--- src/rtl/dsm5_pkg.sv ---
package dsm5_pkg;
  localparam int unsigned DSM_DW = 18;
  localparam int unsigned DSM_IW = 24;
  localparam int unsigned DSM_LW = 3;

  typedef enum logic [DSM_LW-1:0] {
    LVL_M2 = 3'd0,
    LVL_M1 = 3'd1,
    LVL_Z  = 3'd2,
    LVL_P1 = 3'd3,
    LVL_P2 = 3'd4
  } level_e;
endpackage

--- src/rtl/dsm5_frame.sv ---
module dsm5_frame #(
  parameter int unsigned DW       = 18,
  parameter int unsigned TICKS_HI = 8,
  parameter int unsigned TICKS_LO = 6
) (
  input  logic                 clk_i,
  input  logic                 rst_ni,
  input  logic signed [DW-1:0] sample_i,
  input  logic                 sample_valid_i,
  input  logic                 tick_i,
  input  logic                 ratio_384_i,
  output logic signed [DW-1:0] x_o
);
  localparam int unsigned PW = $clog2(TICKS_HI);
  localparam logic [PW-1:0] LAST_HI = PW'(TICKS_HI - 1);
  localparam logic [PW-1:0] LAST_LO = PW'(TICKS_LO - 1);

  logic [PW-1:0]        phase_q;
  logic [PW-1:0]        last_w;
  logic signed [DW-1:0] pend_q, act_q;

  assign last_w = ratio_384_i ? LAST_LO : LAST_HI;
  // frame start uses the pending word directly
  assign x_o = (phase_q == '0) ? pend_q : act_q;

  always_ff @(posedge clk_i or negedge rst_ni) begin
    if (!rst_ni) begin
      phase_q <= '0;
      pend_q  <= '0;
      act_q   <= '0;
    end else begin
      if (tick_i) begin
        phase_q <= (phase_q >= last_w) ? '0 : phase_q + 1'b1;
        if (phase_q == '0) act_q <= pend_q;
      end
      if (sample_valid_i) pend_q <= sample_i;
    end
  end

  p_act_hold_r7: assert property (@(posedge clk_i) disable iff (!rst_ni)
    (tick_i && phase_q != '0) |=> $stable(act_q));
endmodule

--- src/rtl/dsm5_quant.sv ---
module dsm5_quant
  import dsm5_pkg::*;
#(
  parameter int unsigned DW = 18,
  parameter int unsigned UW = 27
) (
  input  logic signed [UW-1:0] u_i,
  output logic [DSM_LW-1:0]    code_o,
  output logic signed [DW:0]   fb_o
);
  localparam int QV = 1 << (DW - 2);
  localparam logic signed [UW-1:0] T_P1 = UW'(QV / 2);
  localparam logic signed [UW-1:0] T_P2 = UW'(3 * QV / 2);
  localparam logic signed [UW-1:0] T_M1 = -T_P1;
  localparam logic signed [UW-1:0] T_M2 = -T_P2;
  localparam logic signed [DW:0]   FQ   = (DW+1)'(QV);

  level_e lvl;

  always_comb begin
    if (u_i >= T_P2)      lvl = LVL_P2;
    else if (u_i >= T_P1) lvl = LVL_P1;
    else if (u_i >= T_M1) lvl = LVL_Z;
    else if (u_i >= T_M2) lvl = LVL_M1;
    else                  lvl = LVL_M2;
  end

  always_comb begin
    unique case (lvl)
      LVL_M2:  fb_o = -(FQ <<< 1);
      LVL_M1:  fb_o = -FQ;
      LVL_P1:  fb_o = FQ;
      LVL_P2:  fb_o = FQ <<< 1;
      default: fb_o = '0;
    endcase
  end

  assign code_o = lvl;
endmodule

--- src/rtl/dsm5_loop.sv ---
module dsm5_loop #(
  parameter int unsigned DW = 18,
  parameter int unsigned IW = 24,
  parameter int unsigned UW = 27
) (
  input  logic                 clk_i,
  input  logic                 rst_ni,
  input  logic                 tick_i,
  input  logic                 mute_i,
  input  logic signed [DW-1:0] x_i,
  input  logic signed [DW:0]   fb_i,
  output logic signed [UW-1:0] u_o
);
  localparam int unsigned NS = 3;
  localparam int unsigned SW = IW + 1;
  localparam logic signed [IW-1:0] SMAX = {1'b0, {(IW-1){1'b1}}};
  localparam logic signed [IW-1:0] SMIN = {1'b1, {(IW-1){1'b0}}};

  logic signed [IW-1:0] st_q [NS];
  logic signed [IW-1:0] in_w [NS];

  for (genvar k = 0; k < NS; k++) begin : g_int
    logic signed [SW-1:0] sum_w;
    logic signed [IW-1:0] nxt_w;

    if (k == 0) begin : g_head
      assign in_w[k] = IW'(x_i) - IW'(fb_i);
    end else begin : g_tail
      assign in_w[k] = st_q[k-1];
    end

    assign sum_w = SW'(st_q[k]) + SW'(in_w[k]);
    always_comb begin
      if (sum_w > SW'(SMAX))      nxt_w = SMAX;
      else if (sum_w < SW'(SMIN)) nxt_w = SMIN;
      else                        nxt_w = sum_w[IW-1:0];
    end

    always_ff @(posedge clk_i or negedge rst_ni) begin
      if (!rst_ni)     st_q[k] <= '0;
      else if (tick_i) st_q[k] <= mute_i ? '0 : nxt_w;
    end
  end

  // weights 3/2, 3/4, 1/8: triple NTF pole at 0.5
  assign u_o = UW'(st_q[0]) + UW'(st_q[0] >>> 1)
             + UW'(st_q[1] >>> 1) + UW'(st_q[1] >>> 2)
             + UW'(st_q[2] >>> 3);

  p_mute_clear_r9: assert property (@(posedge clk_i) disable iff (!rst_ni)
    (tick_i && mute_i) |=> (st_q[0] == '0 && st_q[1] == '0 && st_q[2] == '0));

  p_sat_hold_r6: assert property (@(posedge clk_i) disable iff (!rst_ni)
    (tick_i && !mute_i && st_q[1] == SMAX && st_q[0] >= 0) |=> st_q[1] == SMAX);
endmodule

--- src/rtl/dsm5_mod.sv ---
module dsm5_mod
  import dsm5_pkg::*;
#(
  parameter int unsigned DW       = DSM_DW,
  parameter int unsigned IW       = DSM_IW,
  parameter int unsigned TICKS_HI = 8,
  parameter int unsigned TICKS_LO = 6
) (
  input  logic                 clk_i,
  input  logic                 rst_ni,
  input  logic signed [DW-1:0] sample_i,
  input  logic                 sample_valid_i,
  input  logic                 tick_i,
  input  logic                 ratio_384_i,
  input  logic                 mute_i,
  output logic [DSM_LW-1:0]    level_o,
  output logic                 level_valid_o
);
  localparam int unsigned UW = IW + 3;

  logic signed [DW-1:0] x_w;
  logic signed [DW:0]   fb_w;
  logic signed [UW-1:0] u_w;
  logic [DSM_LW-1:0]    code_w;
  logic [DSM_LW-1:0]    level_q;
  logic                 valid_q;

  dsm5_frame #(.DW(DW), .TICKS_HI(TICKS_HI), .TICKS_LO(TICKS_LO)) i_frame (
    .clk_i, .rst_ni, .sample_i, .sample_valid_i, .tick_i, .ratio_384_i,
    .x_o (x_w)
  );

  dsm5_loop #(.DW(DW), .IW(IW), .UW(UW)) i_loop (
    .clk_i, .rst_ni, .tick_i, .mute_i,
    .x_i  (x_w),
    .fb_i (fb_w),
    .u_o  (u_w)
  );

  dsm5_quant #(.DW(DW), .UW(UW)) i_quant (
    .u_i    (u_w),
    .code_o (code_w),
    .fb_o   (fb_w)
  );

  always_ff @(posedge clk_i or negedge rst_ni) begin
    if (!rst_ni) begin
      level_q <= LVL_Z;
      valid_q <= 1'b0;
    end else begin
      valid_q <= tick_i;
      if (tick_i) level_q <= mute_i ? LVL_Z : code_w;
    end
  end

  assign level_o       = level_q;
  assign level_valid_o = valid_q;

  p_valid_tick_r2: assert property (@(posedge clk_i) disable iff (!rst_ni)
    tick_i |=> level_valid_o);
  p_valid_idle_r2: assert property (@(posedge clk_i) disable iff (!rst_ni)
    !tick_i |=> !level_valid_o);
  p_level_hold_r2: assert property (@(posedge clk_i) disable iff (!rst_ni)
    !tick_i |=> $stable(level_o));
  p_level_range_r3: assert property (@(posedge clk_i) disable iff (!rst_ni)
    level_valid_o |-> level_o <= 3'd4);
  p_mute_mid_r9: assert property (@(posedge clk_i) disable iff (!rst_ni)
    (tick_i && mute_i) |=> level_o == 3'd2);
endmodule

--- config.mk ---
export PLATFORM = sky130hd
export DESIGN_NAME = dsm5_mod
export DESIGN_NICKNAME = d
export VERILOG_FILES = /design/src/rtl/dsm5_pkg.sv /design/src/rtl/dsm5_frame.sv /design/src/rtl/dsm5_quant.sv /design/src/rtl/dsm5_loop.sv /design/src/rtl/dsm5_mod.sv
export SDC_FILE = /design/constraint.sdc
export NUM_CORES = 1
export LEC_CHECK = 0
export BUFFER_PORTS_ARGS = -buffer_cell sky130_fd_sc_hd__buf_2
export CAP_MARGIN = 30
export CORE_MARGIN = 2
export CORE_UTILIZATION = 55
export DETAILED_ROUTE_END_ITERATION = 7
export PLACE_DENSITY_LB_ADDON = 0.2
export SYNTH_ARGS = -nofsm -noshare
export SYNTH_HDL_FRONTEND = slang
export SYNTH_SLANG_ARGS = --single-unit
--- constraint.sdc ---
create_clock -name clk_i -period 25.7 [get_ports clk_i]
set_clock_uncertainty 0.1 [all_clocks]
set_input_delay 3.855 -clock clk_i [delete_from_list [all_inputs] [get_ports clk_i]]
set_output_delay 3.855 -clock clk_i [all_outputs]
set_load 0.005 [all_outputs]
==> key figures <==
Setup path
  – Crit path largest cell delay: 840 ps
  – Worst setup SP type: register
  – CP bufs+invs: 4
  – Worst Path Required: roughly 26000 ps
  – CP max-delay cell: o21ai_0
  – Crit path max fanout: 22
  – Crit path kind: register to register
  – Crit path DAT: 11140 ps
  – CP Capture Type: register
  – CP delay by family, top: compound AO/OA/AOI/OAI gates

CTS
  – Clock Latency Late Sink: 420 ps
  – H-tree levels: 4
  – PostCTS Resize Cnt: 0
  – Clock-pin transition on the worst setup and hold timing paths: 60 ps
  – Post-CTS Setup Bufs: 0
  – TritonCTS Buffers: 17
  – CTS Root Cell: clkbuf_16
  – CTS sink cnt: 115
  – TritonCTS clock tree: done
  – # hold bufs at CTS: 0
  – Worst-case clock buffer depth: 2

STA
  – Final-report max-slew violation count: 0
  – Final number of setup-violating endpoints: 0
  – Setup TNS: 0 ps
  – Worst-margin pin slew: 1060 ps
  – Fin crit period: 11000 ps
  – FMAX: 90.9 MHz
  – RSZ-0062 raised after global routing: false
  – Slew headroom: ~29%
  – Final Cycle Share: 42.8%
  – Fin. Hold Viols: 0

Logic synthesis
  – Sequential share of the synthesized area: 24.0%
  – Post-Synthesis Cells: 1301
  – Count leader, synth: inv_1
  – Post-synth top area share: a little under a quarter
  – EDFF count, synth: 0
  – Top FF cell, synth: dfrtp_1
  – Yosys Warn Count: 0
  – Async S/R FF share, synth: 100%
  – Post-synthesis register bit count: 115
  – Synth unique cells: 82
  – Avg Inst Size Synth: 9.21 um^2
  – Top cell type by total area after synthesis: dfrtp_1
  – Syn_nets: roughly 1500
  – Cell Area, Synth: approximately 12000 um^2
  – Synth top cells by count: inv_1, ha_1, a21oi_1
  – Largest cells by area after synthesis: dfrtp_1, ha_1, fa_1, inv_1, a21oi_1

Floorplanning
  – Die H: 152 um
  – Starting Density: 56.5%
  – Top Ports: 28
  – Core area: 21200 um^2
  – Die area: 23000 um^2
  – Horizontal die dimension: 152 um
  – Row cnt: 53

Finish
  – Nets: 1540
  – Ant diodes: 0
  – Layout area overhead: 8.21%
  – Ratio of cells with drive above 1 in the final layout: a little under a tenth
  – Fill cells: 1836

Placed design
  – Placer Congestion: 0.893
  – Port buffer count: 27
  – DP HPWL: 20.6 mm

Detailed routing
  – Drc violations: 0
  – Initial DRT Pass Iterations: 7
  – DR WL met3: around 900 um
  – Top routing layer in use: met4
  – Via count: 9513
  – Routed wire length per instance: 16.4 um
  – DR iter-0 viols: 459
  – Routed wire length: 26.3 mm
  – Wl on met1: between 10 and 15 mm
  – Vias per cell: between 5 and 6
  – Antenna viol nets, final: 0
  – DR WL met2: 12.0 mm

Global route
  – Largest net degree at the start of global routing: 52
  – Initial antenna violation count: 0
  – First-pass GRT wire length: 44.7 mm
  – Grt ovf: 0
  – Vias in the first global route: just over 9000
  – All-layer global routing usage: 24.4%

Outcome
  – Status: complete, no violations

Min path
  – Min-delay worst type: register to register

Job
  – Count of max-cap constraint violations: 0
[worst paths after layout]
| kind | start | endpoint | slack (ps) | cells past startpoint |
|---|---|---|---|---|
| setup / recovery | i_loop.in_w[2]$_DFFE_PN0P_ | i_loop.in_w[30]$_DFFE_PN0P_ | 14700 | 36 |
| hold / removal | level_o[1]$_DFFE_PN1P_ | level_o[1]$_DFFE_PN1P_ | 400 | 2 |
| setup reg to reg | i_loop.in_w[2]$_DFFE_PN0P_ | i_loop.in_w[30]$_DFFE_PN0P_ | 14700 | 36 |
| hold reg to reg | level_o[1]$_DFFE_PN1P_ | level_o[1]$_DFFE_PN1P_ | 400 | 2 |
| max in group asynchronous | rst_ni | level_o[1]$_DFFE_PN1P_ | 21080 | 3 |
| min in group asynchronous | rst_ni | i_frame.pend_q[4]$_DFFE_PN0P_ | 3270 | 1 |
[logic make-up (layout without fill, tap and decap cells)]
logic type	count (synthesis)	after routing	share of synthesized area, %
AOI/OAI and AO/OA	396	396	23.7
and+or+nand+nor	246	246	10.0
buffers and inverters	205	233	6.68
adders and majority gates	201	201	24.8
DFF	115	115	24.0
xor gates and xnor gates	96	96	7.02
muxes	42	42	3.74
[worst reg2reg max path: cells and delay by family, from the launching register on]
| kind | cells | cell delay [ps] |
|---|---|---|
| flops | 1 | 450 |
| simple gates | 7 | 1530 |
| mux | 2 | 810 |
| compound gates | 15 | 4810 |
| fa+ha+maj | 7 | 2780 |
| buf+inv | 4 | 250 |
| xor+xnor | 1 | 110 |
[registers in the layout, indices dropped and copies added (netlist names)]
| signal | count |
|---|---|
| i_loop.in_w | 48 |
| i_frame.pend_q | 18 |
| level_valid_o | 1 |
| i_frame.act_q | 18 |
| i_loop.st_q | 24 |
| i_frame.phase_q | 3 |
| level_o | 3 |
[layout make-up]
type	instances	area, um^2	share of cell area [%]
clock buffers	17	425	3.28
repair buffers	34	210	1.62
well taps	275	344	2.65
clock inverters	15	145	1.12
inverters	167	627	4.84
multi-input cells	981	8330	64.3
flip-flops and latches	115	2880	22.2
[per-stage QoR]
step	setup WS (ps)	instances	util [%]	cell area, um^2	hold WS [ps]
after floorplan	16620	1301	-	12000	359
after global placement	15250	1571	58.3	12400	385
after detailed placement	14830	1572	58.4	12400	387
after CTS	14740	1604	61.1	13000	399
after global routing	13910	1604	61.1	13000	425
final	14700	1604	61.1	13000	399
[metal layers]
layer | global-route usage (%) | vias to the layer above
li1 | - | 4713
met1 | 33.7 | 4601
met2 | 39.3 | 166
met3 | 3.65 | 33
met4 | 8.56 | 0
met5 | 0 | -
[cells in the final DEF (no fill, tap or decap), drive strengths merged, types with 6 or more instances in the layout]
cell | netlist | layout
dfrtp | 114 | 114
buf | 15 | 34
o21bai | 6 | 6
o21a | 18 | 18
a21o | 55 | 55
nand3 | 15 | 15
mux2i | 20 | 20
nor2b | 11 | 11
xor2 | 49 | 49
or2 | 9 | 9
nand2b | 19 | 19
xnor2 | 47 | 47
nor3 | 18 | 18
a221o | 48 | 48
nand4 | 7 | 7
fa | 61 | 61
clkbuf | 23 | 17
a211oi | 16 | 16
inv | 166 | 173
o21ai | 52 | 52
and3 | 8 | 8
a21oi | 117 | 117
o221ai | 24 | 24
a31oi | 7 | 7
mux2 | 22 | 22
nor2 | 81 | 81
nand2 | 54 | 54
ha | 139 | 139
o211ai | 7 | 7
Power is not shown: default switching activity piles up to over one toggle a cycle in this logic, so the estimate is an artifact.
